### config.mk
export PLATFORM = sky130hd
export DESIGN_NAME = t1_bridge_shim
export DESIGN_NICKNAME = d
export VERILOG_FILES = /design/src/rtl/t1_shim_pkg.sv /design/src/rtl/t1_shim_decode.sv /design/src/rtl/t1_shim_shadow.sv /design/src/rtl/t1_shim_rdpath.sv /design/src/rtl/t1_bridge_shim.sv
export SDC_FILE = /design/constraint.sdc
export NUM_CORES = 1
export LEC_CHECK = 0
export ABC_CLOCK_PERIOD_IN_PS = 3800
export BUFFER_PORTS_ARGS = -buffer_cell sky130_fd_sc_hd__buf_4
export CAP_MARGIN = 40
export CELL_PAD_IN_SITES_DETAIL_PLACEMENT = 1
export CELL_PAD_IN_SITES_GLOBAL_PLACEMENT = 2
export CORE_ASPECT_RATIO = 1.4
export CORE_MARGIN = 2
export CORE_UTILIZATION = 37
export CTS_CLUSTER_SIZE = 14
export DETAILED_ROUTE_END_ITERATION = 12
export GPL_ROUTABILITY_DRIVEN = 0
export MAX_ROUTING_LAYER = met4
export PLACE_DENSITY = 0.78
export SLEW_MARGIN = 0
export SYNTH_ARGS = -nofsm -noshare
export SYNTH_HDL_FRONTEND = slang
export SYNTH_SLANG_ARGS = --single-unit
### constraint.sdc
create_clock -name clk -period 3.8 [get_ports clk]
set_input_delay 0.57 -clock clk [delete_from_list [all_inputs] [get_ports clk]]
set_output_delay 0.57 -clock clk [all_outputs]
set_load 0.1 [all_outputs]
### src/rtl/t1_shim_pkg.sv
package t1_shim_pkg;

   localparam int DWORD_W = 32;
   localparam int LANES   = DWORD_W / 8;

   typedef enum logic [1:0] {
      SZ_BYTE = 2'd0,
      SZ_HALF = 2'd1,
      SZ_WORD = 2'd2,
      SZ_RSVD = 2'd3
   } acc_size_e;

   typedef enum logic [1:0] {
      SRC_HW     = 2'd0,
      SRC_SHADOW = 2'd1,
      SRC_FLOAT  = 2'd2
   } rd_src_e;

   function automatic logic [LANES-1:0] lane_enables(input logic [1:0] sz,
                                                     input logic [1:0] ofs);
      case (sz)
         2'd0:    return 4'b0001 << ofs;
         2'd1:    return ofs[1] ? 4'b1100 : 4'b0011;
         default: return 4'b1111;
      endcase
   endfunction

   function automatic logic [DWORD_W-1:0] lane_place(input logic [DWORD_W-1:0] d,
                                                     input logic [1:0] sz,
                                                     input logic [1:0] ofs);
      case (sz)
         2'd0:    return {24'd0, d[7:0]} << {ofs, 3'b000};
         2'd1:    return {16'd0, d[15:0]} << {ofs[1], 4'b0000};
         default: return d;
      endcase
   endfunction

   function automatic logic [DWORD_W-1:0] lane_pick(input logic [DWORD_W-1:0] d,
                                                    input logic [1:0] sz,
                                                    input logic [1:0] ofs);
      logic [DWORD_W-1:0] t;
      case (sz)
         2'd0: begin
            t = d >> {ofs, 3'b000};
            return {24'd0, t[7:0]};
         end
         2'd1: begin
            t = d >> {ofs[1], 4'b0000};
            return {16'd0, t[15:0]};
         end
         default: return d;
      endcase
   endfunction

   function automatic logic [DWORD_W-1:0] lane_merge(input logic [DWORD_W-1:0] old_d,
                                                     input logic [DWORD_W-1:0] new_d,
                                                     input logic [LANES-1:0]   be);
      logic [DWORD_W-1:0] r;
      for (int i = 0; i < LANES; i++)
         r[i*8 +: 8] = be[i] ? new_d[i*8 +: 8] : old_d[i*8 +: 8];
      return r;
   endfunction

endpackage

### src/rtl/t1_shim_decode.sv
module t1_shim_decode #(
   parameter int BUS_W  = 8,
   parameter int DEV_W  = 5,
   parameter int FN_W   = 3,
   parameter int OFF_W  = 12,
   parameter int IDX_W  = 4,
   parameter int WIN_LO = 'h10,
   parameter int WIN_HI = 'h33,
   parameter int ROM_LO = 'h38,
   parameter int ROM_HI = 'h3B,
   parameter int HDR_DW = 3,
   parameter int CLS_DW = 2
) (
   input  logic [BUS_W-1:0] bus,
   input  logic [DEV_W-1:0] dev,
   input  logic [FN_W-1:0]  fn,
   input  logic [OFF_W-1:0] off,
   input  logic [BUS_W-1:0] pri,
   output logic             on_bridge,
   output logic             blocked,
   output logic             shadow_hit,
   output logic [IDX_W-1:0] shadow_idx,
   output logic             hdr_dw,
   output logic             cls_dw
);

   localparam int DWA_W = OFF_W - 2;

   initial begin
      assert (IDX_W + 2 <= OFF_W) else $error("offset too narrow for shadow index");
      assert (ROM_HI < (1 << OFF_W)) else $error("window beyond offset range");
   end

   logic             on_primary;
   logic             root_fn;
   logic             in_win;
   logic             in_rom;
   logic [OFF_W-1:0] rel;
   logic [DWA_W-1:0] dwa;

   assign on_primary = (bus == pri);
   assign root_fn    = (dev == '0) && (fn == '0);
   assign on_bridge  = on_primary && root_fn;
   assign blocked    = on_primary && !root_fn;

   assign in_win = (off >= OFF_W'(WIN_LO)) && (off <= OFF_W'(WIN_HI));
   assign in_rom = (off >= OFF_W'(ROM_LO)) && (off <= OFF_W'(ROM_HI));

   assign shadow_hit = on_bridge && (in_win || in_rom);
   assign rel        = off - OFF_W'(WIN_LO);
   assign shadow_idx = rel[IDX_W+1:2];

   assign dwa    = off[OFF_W-1:2];
   assign hdr_dw = on_bridge && (dwa == DWA_W'(HDR_DW));
   assign cls_dw = on_bridge && (dwa == DWA_W'(CLS_DW));

endmodule

### src/rtl/t1_shim_shadow.sv
module t1_shim_shadow
   import t1_shim_pkg::*;
#(
   parameter int                DEPTH     = 11,
   parameter int                IDX_W     = 4,
   parameter int                BUS_W     = 8,
   parameter int                BUS_IDX   = 2,
   parameter int                IO_IDX    = 3,
   parameter int                PREF_IDX  = 5,
   parameter logic [31:0]       IO_INIT   = 32'h0000_0101,
   parameter logic [31:0]       PREF_INIT = 32'h0001_0001,
   parameter logic [DEPTH-1:0]  ZERO_MASK = 11'b110_0000_0011
) (
   input  logic               clk,
   input  logic               rst_n,
   input  logic               wr_en,
   input  logic [IDX_W-1:0]   wr_idx,
   input  logic [LANES-1:0]   wr_be,
   input  logic [DWORD_W-1:0] wr_data,
   input  logic [IDX_W-1:0]   rd_idx,
   output logic [DWORD_W-1:0] rd_data,
   output logic [BUS_W-1:0]   pri_bus,
   output logic [BUS_W-1:0]   sec_bus
);

   initial begin
      assert (BUS_W <= 8) else $error("bus number wider than one byte");
      assert (DEPTH <= (1 << IDX_W)) else $error("index too narrow for depth");
      assert (BUS_IDX < DEPTH) else $error("bus dword outside shadow");
   end

   logic [DEPTH-1:0][DWORD_W-1:0] cell_q;

   for (genvar i = 0; i < DEPTH; i++) begin : g_cell
      localparam logic [DWORD_W-1:0] INIT = (i == IO_IDX)   ? IO_INIT :
                                            (i == PREF_IDX) ? PREF_INIT : '0;
      if (ZERO_MASK[i]) begin : g_fixed
         assign cell_q[i] = '0;
      end else begin : g_store
         logic [DWORD_W-1:0] q;
         always_ff @(posedge clk or negedge rst_n) begin
            if (!rst_n)
               q <= INIT;
            else if (wr_en && (wr_idx == IDX_W'(i)))
               q <= lane_merge(q, wr_data, wr_be);
         end
         assign cell_q[i] = q;
      end
   end

   assign rd_data = (int'(rd_idx) < DEPTH) ? cell_q[rd_idx] : '0;

   logic bus_dw_wr;
   assign bus_dw_wr = wr_en && (wr_idx == IDX_W'(BUS_IDX));

   always_ff @(posedge clk or negedge rst_n) begin
      if (!rst_n) begin
         pri_bus <= '0;
         sec_bus <= '0;
      end else if (bus_dw_wr) begin
         if (wr_be[0]) pri_bus <= wr_data[BUS_W-1:0];
         if (wr_be[1]) sec_bus <= wr_data[8 +: BUS_W];
      end
   end

   AST_PRI_HOLD: assert property (@(posedge clk) disable iff (!rst_n)
      !$stable(pri_bus) |-> $past(bus_dw_wr && wr_be[0]));

   AST_SEC_HOLD: assert property (@(posedge clk) disable iff (!rst_n)
      !$stable(sec_bus) |-> $past(bus_dw_wr && wr_be[1]));

endmodule

### src/rtl/t1_shim_rdpath.sv
module t1_shim_rdpath
   import t1_shim_pkg::*;
#(
   parameter bit          CLASS_PATCH = 1'b1,
   parameter logic [23:0] CLASS_CODE  = 24'h060400,
   parameter logic [6:0]  HDR_LAYOUT  = 7'h01
) (
   input  rd_src_e            src,
   input  logic [DWORD_W-1:0] shadow_dw,
   input  logic [DWORD_W-1:0] hw_dw,
   input  logic               hdr_dw,
   input  logic               cls_dw,
   input  logic [1:0]         size,
   input  logic [1:0]         ofs,
   output logic [DWORD_W-1:0] value
);

   logic [DWORD_W-1:0] after_hdr;
   logic [DWORD_W-1:0] after_cls;
   logic [DWORD_W-1:0] full;

   always_comb begin
      after_hdr = hw_dw;
      if (hdr_dw) after_hdr[22:16] = HDR_LAYOUT;
   end

   if (CLASS_PATCH) begin : g_class
      assign after_cls = cls_dw ? {CLASS_CODE, after_hdr[7:0]} : after_hdr;
   end else begin : g_noclass
      assign after_cls = after_hdr;
   end

   always_comb begin
      case (src)
         SRC_SHADOW: full = shadow_dw;
         SRC_FLOAT:  full = '1;
         default:    full = after_cls;
      endcase
   end

   assign value = lane_pick(full, size, ofs);

endmodule

### src/rtl/t1_bridge_shim.sv
module t1_bridge_shim
   import t1_shim_pkg::*;
#(
   parameter int          BUS_W       = 8,
   parameter int          DEV_W       = 5,
   parameter int          FN_W        = 3,
   parameter int          OFF_W       = 12,
   parameter int          LOCAL_DEV   = 1,
   parameter bit          CLASS_PATCH = 1'b1,
   parameter logic [23:0] CLASS_CODE  = 24'h060400,
   parameter logic [6:0]  HDR_LAYOUT  = 7'h01,
   parameter logic [7:0]  IO_TYPE     = 8'h01,
   parameter logic [15:0] PREF_TYPE   = 16'h0001
) (
   input  logic              clk,
   input  logic              rst_n,
   input  logic              req_valid,
   input  logic              req_write,
   input  logic [1:0]        req_size,
   input  logic [BUS_W-1:0]  req_bus,
   input  logic [DEV_W-1:0]  req_dev,
   input  logic [FN_W-1:0]   req_func,
   input  logic [OFF_W-1:0]  req_offset,
   input  logic [31:0]       req_wdata,
   output logic              rsp_valid,
   output logic [31:0]       rsp_rdata,
   output logic              fwd_valid,
   output logic              fwd_write,
   output logic [BUS_W-1:0]  fwd_bus,
   output logic [DEV_W-1:0]  fwd_dev,
   output logic [FN_W-1:0]   fwd_func,
   output logic [OFF_W-1:0]  fwd_offset,
   output logic [3:0]        fwd_be,
   output logic [31:0]       fwd_wdata,
   input  logic [31:0]       fwd_rdata,
   output logic [BUS_W-1:0]  pri_bus,
   output logic [BUS_W-1:0]  sec_bus
);

   localparam int WIN_LO   = 'h10;
   localparam int WIN_HI   = 'h33;
   localparam int ROM_LO   = 'h38;
   localparam int ROM_HI   = 'h3B;
   localparam int DEPTH    = (ROM_LO - WIN_LO) / 4 + 1;
   localparam int IDX_W    = $clog2(DEPTH);
   localparam int BUS_IDX  = ('h18 - WIN_LO) / 4;
   localparam int IO_IDX   = ('h1C - WIN_LO) / 4;
   localparam int PREF_IDX = ('h24 - WIN_LO) / 4;
   localparam logic [DEPTH-1:0] ZERO_MASK = DEPTH'(3) | (DEPTH'(3) << (DEPTH - 2));
   localparam logic [31:0] IO_INIT   = {16'd0, IO_TYPE, IO_TYPE};
   localparam logic [31:0] PREF_INIT = {PREF_TYPE, PREF_TYPE};

   initial begin
      assert (LOCAL_DEV > 0 && LOCAL_DEV < (1 << DEV_W)) else $error("local device out of range");
      assert (OFF_W >= 8) else $error("offset must cover the header");
   end

   logic             on_bridge;
   logic             blocked;
   logic             shadow_hit;
   logic [IDX_W-1:0] shadow_idx;
   logic             hdr_dw;
   logic             cls_dw;
   logic [3:0]       be;
   logic [31:0]      placed;
   logic [31:0]      shadow_dw;
   logic [31:0]      rd_value;
   rd_src_e          src;

   t1_shim_decode #(
      .BUS_W (BUS_W), .DEV_W (DEV_W), .FN_W (FN_W), .OFF_W (OFF_W),
      .IDX_W (IDX_W), .WIN_LO (WIN_LO), .WIN_HI (WIN_HI),
      .ROM_LO (ROM_LO), .ROM_HI (ROM_HI), .HDR_DW (3), .CLS_DW (2)
   ) decode_i (
      .bus        (req_bus),
      .dev        (req_dev),
      .fn         (req_func),
      .off        (req_offset),
      .pri        (pri_bus),
      .on_bridge  (on_bridge),
      .blocked    (blocked),
      .shadow_hit (shadow_hit),
      .shadow_idx (shadow_idx),
      .hdr_dw     (hdr_dw),
      .cls_dw     (cls_dw)
   );

   assign be     = lane_enables(req_size, req_offset[1:0]);
   assign placed = lane_place(req_wdata, req_size, req_offset[1:0]);

   t1_shim_shadow #(
      .DEPTH (DEPTH), .IDX_W (IDX_W), .BUS_W (BUS_W), .BUS_IDX (BUS_IDX),
      .IO_IDX (IO_IDX), .PREF_IDX (PREF_IDX), .IO_INIT (IO_INIT),
      .PREF_INIT (PREF_INIT), .ZERO_MASK (ZERO_MASK)
   ) shadow_i (
      .clk     (clk),
      .rst_n   (rst_n),
      .wr_en   (req_valid && req_write && shadow_hit),
      .wr_idx  (shadow_idx),
      .wr_be   (be),
      .wr_data (placed),
      .rd_idx  (shadow_idx),
      .rd_data (shadow_dw),
      .pri_bus (pri_bus),
      .sec_bus (sec_bus)
   );

   assign fwd_valid  = req_valid && !blocked && !shadow_hit;
   assign fwd_write  = req_write;
   assign fwd_bus    = on_bridge ? sec_bus : req_bus;
   assign fwd_dev    = on_bridge ? DEV_W'(LOCAL_DEV) : req_dev;
   assign fwd_func   = on_bridge ? '0 : req_func;
   assign fwd_offset = {req_offset[OFF_W-1:2], 2'b00};
   assign fwd_be     = be;
   assign fwd_wdata  = placed;

   assign src = shadow_hit ? SRC_SHADOW : (blocked ? SRC_FLOAT : SRC_HW);

   t1_shim_rdpath #(
      .CLASS_PATCH (CLASS_PATCH), .CLASS_CODE (CLASS_CODE), .HDR_LAYOUT (HDR_LAYOUT)
   ) rdpath_i (
      .src       (src),
      .shadow_dw (shadow_dw),
      .hw_dw     (fwd_rdata),
      .hdr_dw    (hdr_dw),
      .cls_dw    (cls_dw),
      .size      (req_size),
      .ofs       (req_offset[1:0]),
      .value     (rd_value)
   );

   always_ff @(posedge clk or negedge rst_n) begin
      if (!rst_n) begin
         rsp_valid <= 1'b0;
         rsp_rdata <= '0;
      end else begin
         rsp_valid <= req_valid && !req_write;
         if (req_valid && !req_write) rsp_rdata <= rd_value;
      end
   end

   AST_SIZE_LEGAL: assert property (@(posedge clk) disable iff (!rst_n)
      req_valid |-> (req_size != 2'd3) &&
                    !(req_size == 2'd1 && req_offset[0]) &&
                    !(req_size == 2'd2 && req_offset[1:0] != 2'b00));

   AST_RSP_PULSE: assert property (@(posedge clk) disable iff (!rst_n)
      rsp_valid |-> $past(req_valid && !req_write));

   AST_BAR_ZERO: assert property (@(posedge clk) disable iff (!rst_n)
      (rsp_valid && $past(shadow_hit && ZERO_MASK[shadow_idx])) |-> rsp_rdata == '0);

   AST_BLOCKED_FF: assert property (@(posedge clk) disable iff (!rst_n)
      (rsp_valid && $past(blocked)) |-> rsp_rdata[7:0] == 8'hFF);

   AST_HDR_PATCH: assert property (@(posedge clk) disable iff (!rst_n)
      (rsp_valid && $past(hdr_dw && req_size == 2'd2)) |-> rsp_rdata[22:16] == HDR_LAYOUT);

   AST_REDIRECT: assert property (@(posedge clk) disable iff (!rst_n)
      (fwd_valid && req_bus == pri_bus) |-> (fwd_bus == sec_bus && fwd_dev == DEV_W'(LOCAL_DEV)));

   AST_SHADOW_LOCAL: assert property (@(posedge clk) disable iff (!rst_n)
      (req_valid && req_bus == pri_bus && req_dev == '0 && req_func == '0 &&
       req_offset >= OFF_W'(WIN_LO) && req_offset <= OFF_W'(WIN_HI)) |-> !fwd_valid);

endmodule

# Yosys cells after proc, flatten, opt, wreduce, memory -nomap -nowiden
# Cells that the tools add are included.
# Widths: inputs -> output; s select.
# totals
regBits	257
inputBits	98
# op_classes
addsub	1
mux	15
reduce_logical	56
n_eq_ne	13
shifts	5
magnitude_cmp	6
# ops
cell	n
$pmux 32 s2	3
$bmux 32 s4	1
$mux 32	3
$reduce_and 2->1	28
$shl 16x5->32	1
$shl 8x5->32	1
$shr 32x5->16	1
$shr 32x5->8	1
$le 12x6->1 const B	2
$eq 10x2->1 const B	2
$logic_and 1x1->1	20
$eq 4x3->1 const B	4
$ge 12x5->1 const B	1
$ge 12x6->1 const B	1
$eq 4x2->1 const B	2
$eq 8x8->1	1
$mux 8	1
$pmux 4 s2	1
$mux 7	1
$sub 6x5->6 const B	1
$logic_not 5->1	1
$lt 4x5->1 const B	1
$mux 5	1
$eq 2x1->1 const B	2
11 further kinds	15

# Longest topological paths before layout
# Gate-level depths: netlist of run 1.
# depth
ltp_word	10
mapped_depth	12

# Modules after synthesis
# Synthesis of run 1 repeated with hierarchy kept, for this count alone.
# unflattened
hier_cells	1073
hier_area_um2	13508.0
# by_module_without_submodules
module	cells_per_inst	instances	area_per_inst_um2	seq_area_each_um2
t1_shim_shadow	668	1	10058.4	5610.4
t1_bridge_shim	179	1	1958.1	825.8
t1_shim_rdpath	189	1	1231.2	0.0
t1_shim_decode	37	1	260.2	0.0

# Worst setup path before layout of run 1
# OpenSTA, ideal clock, no wires.
# synth_path
path_type	input -> output
start	input req_size[0]
end	output fwd_wdata[0]
path_buffers	2
path_slack_ps	120
required_ps	3230
cell_stages	6
t_arrival_ps	3110
cell_sequence	clkbuf_1 -> inv_1 -> nand2_1 -> a21o_1 -> clkbuf_1 -> and2_1
# synth_via
elab_chain_cells	2
elab_cells_between_ends	3
cone_classes	eq/ne: 1; mux: 1; reduce/logical: 1
# synth_lines
item	line	text
from (decl)	t1_bridge_shim.sv:19	input logic [1:0] req_size,
$eq 2x1->1 / $logic_not 2->1 (equally long branches)	t1_shim_pkg.sv:31	case (sz)
$pmux 32 s2 *	t1_shim_pkg.sv:31	
to (decl)	t1_bridge_shim.sv:34	output logic [31:0] fwd_wdata,
# Every way passes the cells marked *; elsewhere a longest branch is shown, timed or not.

# Worst setup path in the final report of run 1
# layout_path
start	input req_offset[7]
end	output fwd_valid
# layout_via
elab_chain_cells	6
elab_cells_between_ends	10
cone_classes	order compare: 4; reduce/logical: 6
# layout_lines
item	line	text
from (decl)	t1_bridge_shim.sv:23	input logic [OFF_W-1:0] req_offset,
$ge 12x5->1 (tied with other cells)	t1_shim_decode.sv:46	assign in_win = (off >= OFF_W'(WIN_LO)) && (off <= OFF_W'(WIN_HI));
$logic_and 1x1->1 (on tied branches)	t1_shim_decode.sv:46, t1_shim_decode.sv:47	
$logic_or 1x1->1 *	t1_shim_decode.sv:49	assign shadow_hit = on_bridge && (in_win || in_rom);
$logic_and 1x1->1 *	t1_shim_decode.sv:49	
$logic_not 1->1 *	t1_bridge_shim.sv:108	assign fwd_valid = req_valid && !blocked && !shadow_hit;
$logic_and 1x1->1 *	t1_bridge_shim.sv:108	
to (decl)	t1_bridge_shim.sv:27	output logic fwd_valid,
# Marked as above.

==> results of run 1 <==
## cell usage after synthesis, drive strengths merged (7+ instances only)
| cell type | number | area share |
|---|---|---|
| dfrtp | 253 | 0.45 |
| nor2 | 134 | 0.042 |
| mux2 | 131 | 0.11 |
| a21oi | 118 | 0.043 |
| nand2 | 100 | 0.027 |
| buf | 68 | 0.033 |
| clkbuf | 56 | 0.015 |
| o21ai | 53 | 0.020 |
| a22oi | 36 | 0.019 |
| inv | 34 | 0.0092 |
| mux4 | 32 | 0.052 |
| mux2i | 28 | 0.020 |
| and2 | 23 | 0.010 |
| o211ai | 20 | 0.011 |
| nor3 | 14 | 0.013 |
| nor4 | 12 | 0.0086 |
| or2 | 12 | 0.0056 |
| nand4 | 11 | 0.0092 |
| a22o | 10 | 0.0063 |
| a32oi | 10 | 0.0063 |
| nand3 | 10 | 0.0039 |
| a221oi | 8 | 0.0055 |
| nand2b | 8 | 0.0041 |
| o211a | 8 | 0.0057 |
| xor2 | 8 | 0.0050 |
| a211o | 7 | 0.0044 |
## cell type report
cell class                 count  area, sq um  share of cell area
multi-input combinational    871         6710               0.394
timing repair buffer         281         2190               0.129
clock buffer                  40          835              0.0490
inverter                      35          131             0.00771
clock inverter                 9          135             0.00793
tap                          473          592              0.0347
sequential                   257         6440               0.378
## flip-flops by register name, indices dropped and copies added, names as in the netlist
| register | cells |
|---|---|
| shadow_i.pri_bus | 8 |
| rsp_rdata | 32 |
| shadow_i.g_cell.g_store.q | 208 |
| rsp_valid | 1 |
| shadow_i.sec_bus | 8 |
## critical path, stage by stage
cell     delay (ps)
buf_4           110
or4_4           570
or4b_4          570
o21ai_4         160
nand2_1         340
and2_1          310
buf_4           230
## power groups by stage
stage | clock network [uW] | logic, uW | registers (uW)
floorplan | 0 | 687 | 3190
global placement | 0 | 1520 | 2860
detailed placement | 0 | 1520 | 2860
CTS | 2920 | 1530 | 2810
global route | 3030 | 1590 | 2820
finish | 2860 | 1530 | 2810
## kinds of logic after synthesis
kind of cell / after synthesis
xor+xnor: 8
compound gates: 328
buf+inv: 159
fa+ha+maj: 4
mux: 191
simple gates: 338
flops: 257
other cells: 1
## layout by cell type, fill, tap and decap left out, types with 28 or more instances in the layout
cell type	instances
buf_4	274
dfrtp_1	253
nor2_1	122
mux2_2	120
a21oi_1	117
nand2_1	98
o21ai_0	51
a22oi_1	36
inv_1	34
mux4_2	32
mux2i_1	28
## how the worst max path moves through the flow
stage	end	slack [ps]	cells past startpoint
after detailed placement	rsp_rdata[0]$_DFFE_PN0P_	230	9
after CTS	fwd_valid	370	7
after global placement	rsp_rdata[0]$_DFFE_PN0P_	310	9
final	fwd_valid	360	7
after global routing	fwd_bus[3]	240	8
after floorplan	fwd_wdata[0]	120	6
## metrics by stage
step           cells  worst slack (ps)  cell area (sq um)
4_1_cts         1966               369              17000
2_1_floorplan   1287               120              13900
3_3_place_gp    1916               307              16100
6_report        1966               358              17000
3_5_place_dp    1917               235              16100
5_1_grt         1966               235              17000
## routing by layer
metal	vias to the layer above	global-route usage	wire (microns)
met3	78	0.0285	2360
met4	0	0.0793	1480
li1	5015	-	-
met5	-	-	0
met2	377	0.452	25500
met1	5757	0.325	20800
==> results.md, run 1 <==
* Synthesized area at 13900 sq um
* Power share of the clock group at 0.397
* Crit Path Max Fanout at 14
* CTS clock-pin slew for the worst setup and hold paths at 60 ps
* Total power at 7200 uW
* Die H at 234 microns
* Sw Pwr at 2350 uW
* # clock sinks at 257
* MaxCap Viol Count at 0
* CTS tree: done
* I/O pin cnt at 213
* DRT iter0 DRCs at 707
* DR DRC count at 0
* Max IR drop VDD at 0.000255 V
* Status: finished clean
* Final wirelength at 50.1 mm
* CTS max path bufs at 3
* Slew headroom at 0.385
* Reg2Reg Depth at 8
* Min cycle time layout at 3440 ps
* Combinational power share at 0.212
* Hold Violations, Final at 0
* EDFF count, synth at 0
* Area grow syn2layout at 22.2%
* Global route overflow at 0
* Synth Flop Type: dfrtp_1
* Mean post-synth cell area at 10.8 sq um
* Initial Util at 0.374
* Mux contribution to synthesized area at 0.180
* Worst Path Arrival at 2870 ps
* NumNets Final at 1575
* Power per cell area at 423 nW/um^2
* Final setup fails at 0
* Largest net degree at the start of global routing at 105
* Dpl hpwl at 37.6 mm
* Slew @ Worst Pin at 922 ps
* Post-synthesis compound-gate area fraction at 0.159
* Initial antenna violation count at 1
* DR WL/cell at 25.5 microns
* RSZ-0062 raised after global routing: no
* Yosys reg bits at 257
* XOR/XNOR share of the synthesized area at 0.00503
* H-tree Lvls at 1
* Gate Count Post-Synth at 1286
* Hold_buf cts at 0
* Sw Ratio at 0.326
* Layout Skew at 16.9 ps
* Yosys warns at 0
* Fraction of registers with async set/reset at 1.00
* ANT cells at 0
* R2r setup slk at 890 ps
* Total internal power at 4860 uW
* Post-synthesis simple-gate area fraction at 0.132
* Layout cells sized above 1 at 0.370
* Die X-Extent at 168 microns
* Adder-cell share of the synthesized area at 0.00359
* Count of cell types in the netlist at 83
* Root Driver: clkbuf_16
* Worst reg2reg path startpoint: shadow_i.pri_bus[6]$_DFFE_PN0P_
* Main combinational cell family by area after synthesis: multiplexers
* DR pass1 iterations at 5
* Worst setup path start: req_offset[7]
* Die area at 39300 sq um
* Vias in the first global route at 11700
* Seq pwr share at 0.391
* Final Core Density at 0.456
* Port Buf Inserts at 210
* Critical setup path kind: input pin to output port
* Post-synthesis sequential area ratio at 0.462
* Number of routed nets with antenna violations at 0
* Type of origin of the critical path: input pin
* Setup TNS at 0 ps
* Global-route wire length before repair at 75.3 mm
* Tcrit/Tclk final at 0.906
* HP Class: input pin to async pin
* Worst r2r dst: shadow_i.g_cell[7].g_store.q[5]$_DFFE_PN0P_
* Critical Path End Type: output port
* Post-CTS setup repair buffer count at 0
* Fmax at 291 MHz
* Vias per std cell at 5.71
* Total CTS buffers at 27
* Clk_lat worst skew at 550 ps
* Pins over their slew limit at 0
* Total core area at 37300 sq um
* Resized cells post-CTS at 0
* Final hold slack at 38.5 ps
* Lkg Pwr at 0.00828 uW
* # fillers at 4093
* Cell row count at 84
* Vias at 11200
* Worst EP required at 3230 ps
* Gr usage total at 0.262
Power figures use the tool's default switching activity.
==> run 2, diff against run 1 <==
--- a/config.mk
+++ b/config.mk
@@ -5,19 +5,19 @@
 export SDC_FILE = /design/constraint.sdc
 export NUM_CORES = 1
 export LEC_CHECK = 0
-export ABC_CLOCK_PERIOD_IN_PS = 3800
 export BUFFER_PORTS_ARGS = -buffer_cell sky130_fd_sc_hd__buf_4
 export CAP_MARGIN = 40
 export CELL_PAD_IN_SITES_DETAIL_PLACEMENT = 1
 export CELL_PAD_IN_SITES_GLOBAL_PLACEMENT = 2
 export CORE_ASPECT_RATIO = 1.4
 export CORE_MARGIN = 2
-export CORE_UTILIZATION = 37
+export CORE_UTILIZATION = 38
+export CTS_BUF_LIST = sky130_fd_sc_hd__clkbuf_4 sky130_fd_sc_hd__clkbuf_8
 export CTS_CLUSTER_SIZE = 14
 export DETAILED_ROUTE_END_ITERATION = 12
 export GPL_ROUTABILITY_DRIVEN = 0
 export MAX_ROUTING_LAYER = met4
-export PLACE_DENSITY = 0.78
+export PLACE_DENSITY = 0.8
 export SLEW_MARGIN = 0
 export SYNTH_ARGS = -nofsm -noshare
 export SYNTH_HDL_FRONTEND = slang
==> run 2 against run 1 <==
  * Clock power decreased by 7.3%
  * First-iteration DRC count fell by 3.4%
  * Cell count grew 1.1%
  * Utilization increased by 0.73 points
  * Global-route usage up 0.96 points
  * Clock skew down 0.55 ps
  * Power fell by 3.1%
  * Die area decreased by 2.6%
  * Worst setup slack got worse by 19 ps
  * Sequential share of layout area grew 0.29 points
  * Sequential cell count unchanged
  * Critical path type is now register to output port
  * Critical endpoint unchanged
==> results.md, run 2 (synthesis results as in run 1) <==
* Largest regs: shadow_i.g_cell.g_store.q: 208 flops, rsp_rdata: 32 flops
* DR DRC count at 0 (unchanged)
* Crit Path Max Fanout at 8 (-6)
* Critical setup path kind: register to output port
* Initial Util at 0.382 (+0.00881)
* Final worst slack at 339 ps (-19.2 ps)
* DRT iter0 DRCs at 683 (-3.4%)
* Number of routed nets with antenna violations at 0 (unchanged)
* Fmax at 289 MHz (-0.55%)
* Area grow syn2layout at 21.3%
* Resized cells post-CTS at 0 (unchanged)
* Power share of the clock group at 0.379 (-0.018)
* Worst reg2reg path startpoint: shadow_i.pri_bus[6]$_DFFE_PN0P_
* Final Core Density at 0.464 (+0.00726)
* Crit path to: fwd_valid
* # clock sinks at 257 (unchanged)
* Hold Violations, Final at 0 (unchanged)
* Root Driver: clkbuf_8
* Type of origin of the critical path: register
* Pins over their slew limit at 0 (unchanged)
* Cell row count at 83 (-1.2%)
* Worst setup path start: shadow_i.pri_bus[6]$_DFFE_PN0P_
* Seq pwr share at 0.403 (+0.012)
* Reg2Reg Depth at 9 (+1)
* Most frequent cells in the layout: buf_4 (274), dfrtp_1 (253), nor2_1 (122)
* Die X-Extent at 166 microns (-1.3%)
* Post-CTS setup repair buffer count at 0 (unchanged)
* Sw Ratio at 0.339 (+0.0136)
* Combinational power share at 0.218 (+0.006)
* Lkg Pwr at 0.00826 uW (-0.20%)
* Global-route wire length before repair at 76.8 mm (+1.9%)
* Final wirelength at 50.6 mm (+1.0%)
* Min cycle time layout at 3460 ps (+19.2 ps)
* Vias per std cell at 5.75 (+0.74%)
* NumNets Final at 1588 (+0.83%)
* Initial antenna violation count at 2 (+1)
* CTS clock-pin slew for the worst setup and hold paths at 60 ps (about the same)
* CTS max path bufs at 3 (unchanged)
* DR pass1 iterations at 5 (unchanged)
* Vias at 11400 (+1.9%)
* Layout Skew at 16.3 ps (-0.555 ps)
* Port Buf Inserts at 210 (unchanged)
* Layout Cells excl Fill at 1988 (+1.1%)
* Most common cell after layout, fill and taps aside: buf_4
* Vias in the first global route at 12100 (+2.8%)
* Total CTS buffers at 43 (+59%)
* Max IR drop VDD at 0.000280 V (+9.7%)
* Power per cell area at 413 nW/um^2 (-2.3%)
* Slew @ Worst Pin at 839 ps (-82.7 ps)
* Cells after DPL at 1908 (-0.47%)
* R2r setup slk at 780 ps (-110 ps)
* Sw Pwr at 2370 uW (+0.99%)
* Total internal power at 4610 uW (-5.0%)
* MaxCap Viol Count at 0 (unchanged)
* Total power at 6980 uW (-3.1%)
* Tcrit/Tclk final at 0.911 (+0.00506)
* Slew headroom at 0.435 (+0.0492)
* Layout cells sized above 1 at 0.381 (+0.0110)
* Largest net degree at the start of global routing at 104 (-0.95%)
* Max reg flops at 208 (unchanged)
* Worst r2r dst: rsp_rdata[6]$_DFFE_PN0P_
* RSZ-0062 raised after global routing: no
* DP Worst Slack at 266 ps (+30.9 ps)
* Critical Path End Type: output port
* Hold_buf cts at 0 (unchanged)
* Setup TNS at 0 ps (unchanged)
* Dpl hpwl at 37.8 mm (+0.57%)
* CTS tree: done
* DR WL/cell at 25.5 microns (-0.11%)
* Status: finished clean
* Worst EP required at 3230 ps (about the same)
* Worst Path Arrival at 2890 ps (+20 ps)
* Die H at 231 microns (-1.3%)
* Biggest register: shadow_i.g_cell.g_store.q
* Total core area at 36500 sq um (-2.3%)
* Gr usage total at 0.272 (+0.00962)
* Final setup fails at 0 (unchanged)
* H-tree Lvls at 2 (+1)
* I/O pin cnt at 213 (unchanged)
* Global route overflow at 0 (unchanged)
* HP Class: input pin to async pin
* Clk_lat worst skew at 580 ps (+30 ps)
* Die area at 38300 sq um (-2.6%)
## run 2: worst min-delay path by stage
stage,cells after the start,startpoint,endpoint
after global placement,1,shadow_i.g_cell[8].g_store.q[22]$_DFFE_PN0P_,shadow_i.g_cell[8].g_store.q[22]$_DFFE_PN0P_
after global routing,1,rst_n,shadow_i.g_cell[4].g_store.q[2]$_DFFE_PN0P_
after CTS,1,rst_n,shadow_i.g_cell[4].g_store.q[2]$_DFFE_PN0P_
after detailed placement,2,rsp_rdata[15]$_DFFE_PN0P_,rsp_rdata[15]$_DFFE_PN0P_
after floorplan,0,rst_n,rsp_rdata[0]$_DFFE_PN0P_
final,1,rst_n,shadow_i.g_cell[3].g_store.q[3]$_DFFE_PN0P_
## run 2: power by group through the flow
stage,Sequential [uW],Clock (uW),Combinational (uW)
2_1_floorplan,3190,0,687
3_3_place_gp,2860,0,1510
3_5_place_dp,2860,0,1520
4_1_cts,2810,2710,1520
5_1_grt,2820,2820,1580
6_report,2810,2650,1520
## run 2: layout make-up
type / instances / area (sq um)
fill: 3966 / 19500
inverter: 35 / 131
clock buffer: 68 / 848
multi-input combinational: 871 / 6710
sequential: 257 / 6440
timing repair buffer: 278 / 2120
antenna: 3 / 7.51
tap: 467 / 584
clock inverter: 9 / 70.1
## run 2: routing by layer
| layer | vias to the layer above | wire length (microns) | global-route usage | share of wire |
|---|---|---|---|---|
| met2 | 402 | 25200 | 0.453 | 0.50 |
| met1 | 5878 | 20500 | 0.328 | 0.41 |
| met3 | 106 | 2680 | 0.0447 | 0.053 |
| li1 | 5051 | - | - | - |
| met4 | 0 | 2190 | 0.114 | 0.043 |
| met5 | - | 0 | - | 0 |
## run 2: critical path, cell delays in order (launching register included)
cell	delay, ps
dfrtp_1	480
xor2_1	180
nor4_1	320
buf_4	230
and2_1	320
nand2_1	290
and2_1	250
buf_4	230
## run 2: per-stage QoR
step | cell area [sq um] | hold WS (ps)
2_1_floorplan | 13900 | 274
3_3_place_gp | 16000 | 472
3_5_place_dp | 16000 | 474
4_1_cts | 16900 | 72.7
5_1_grt | 16900 | 91.5
6_report | 16900 | 53.6
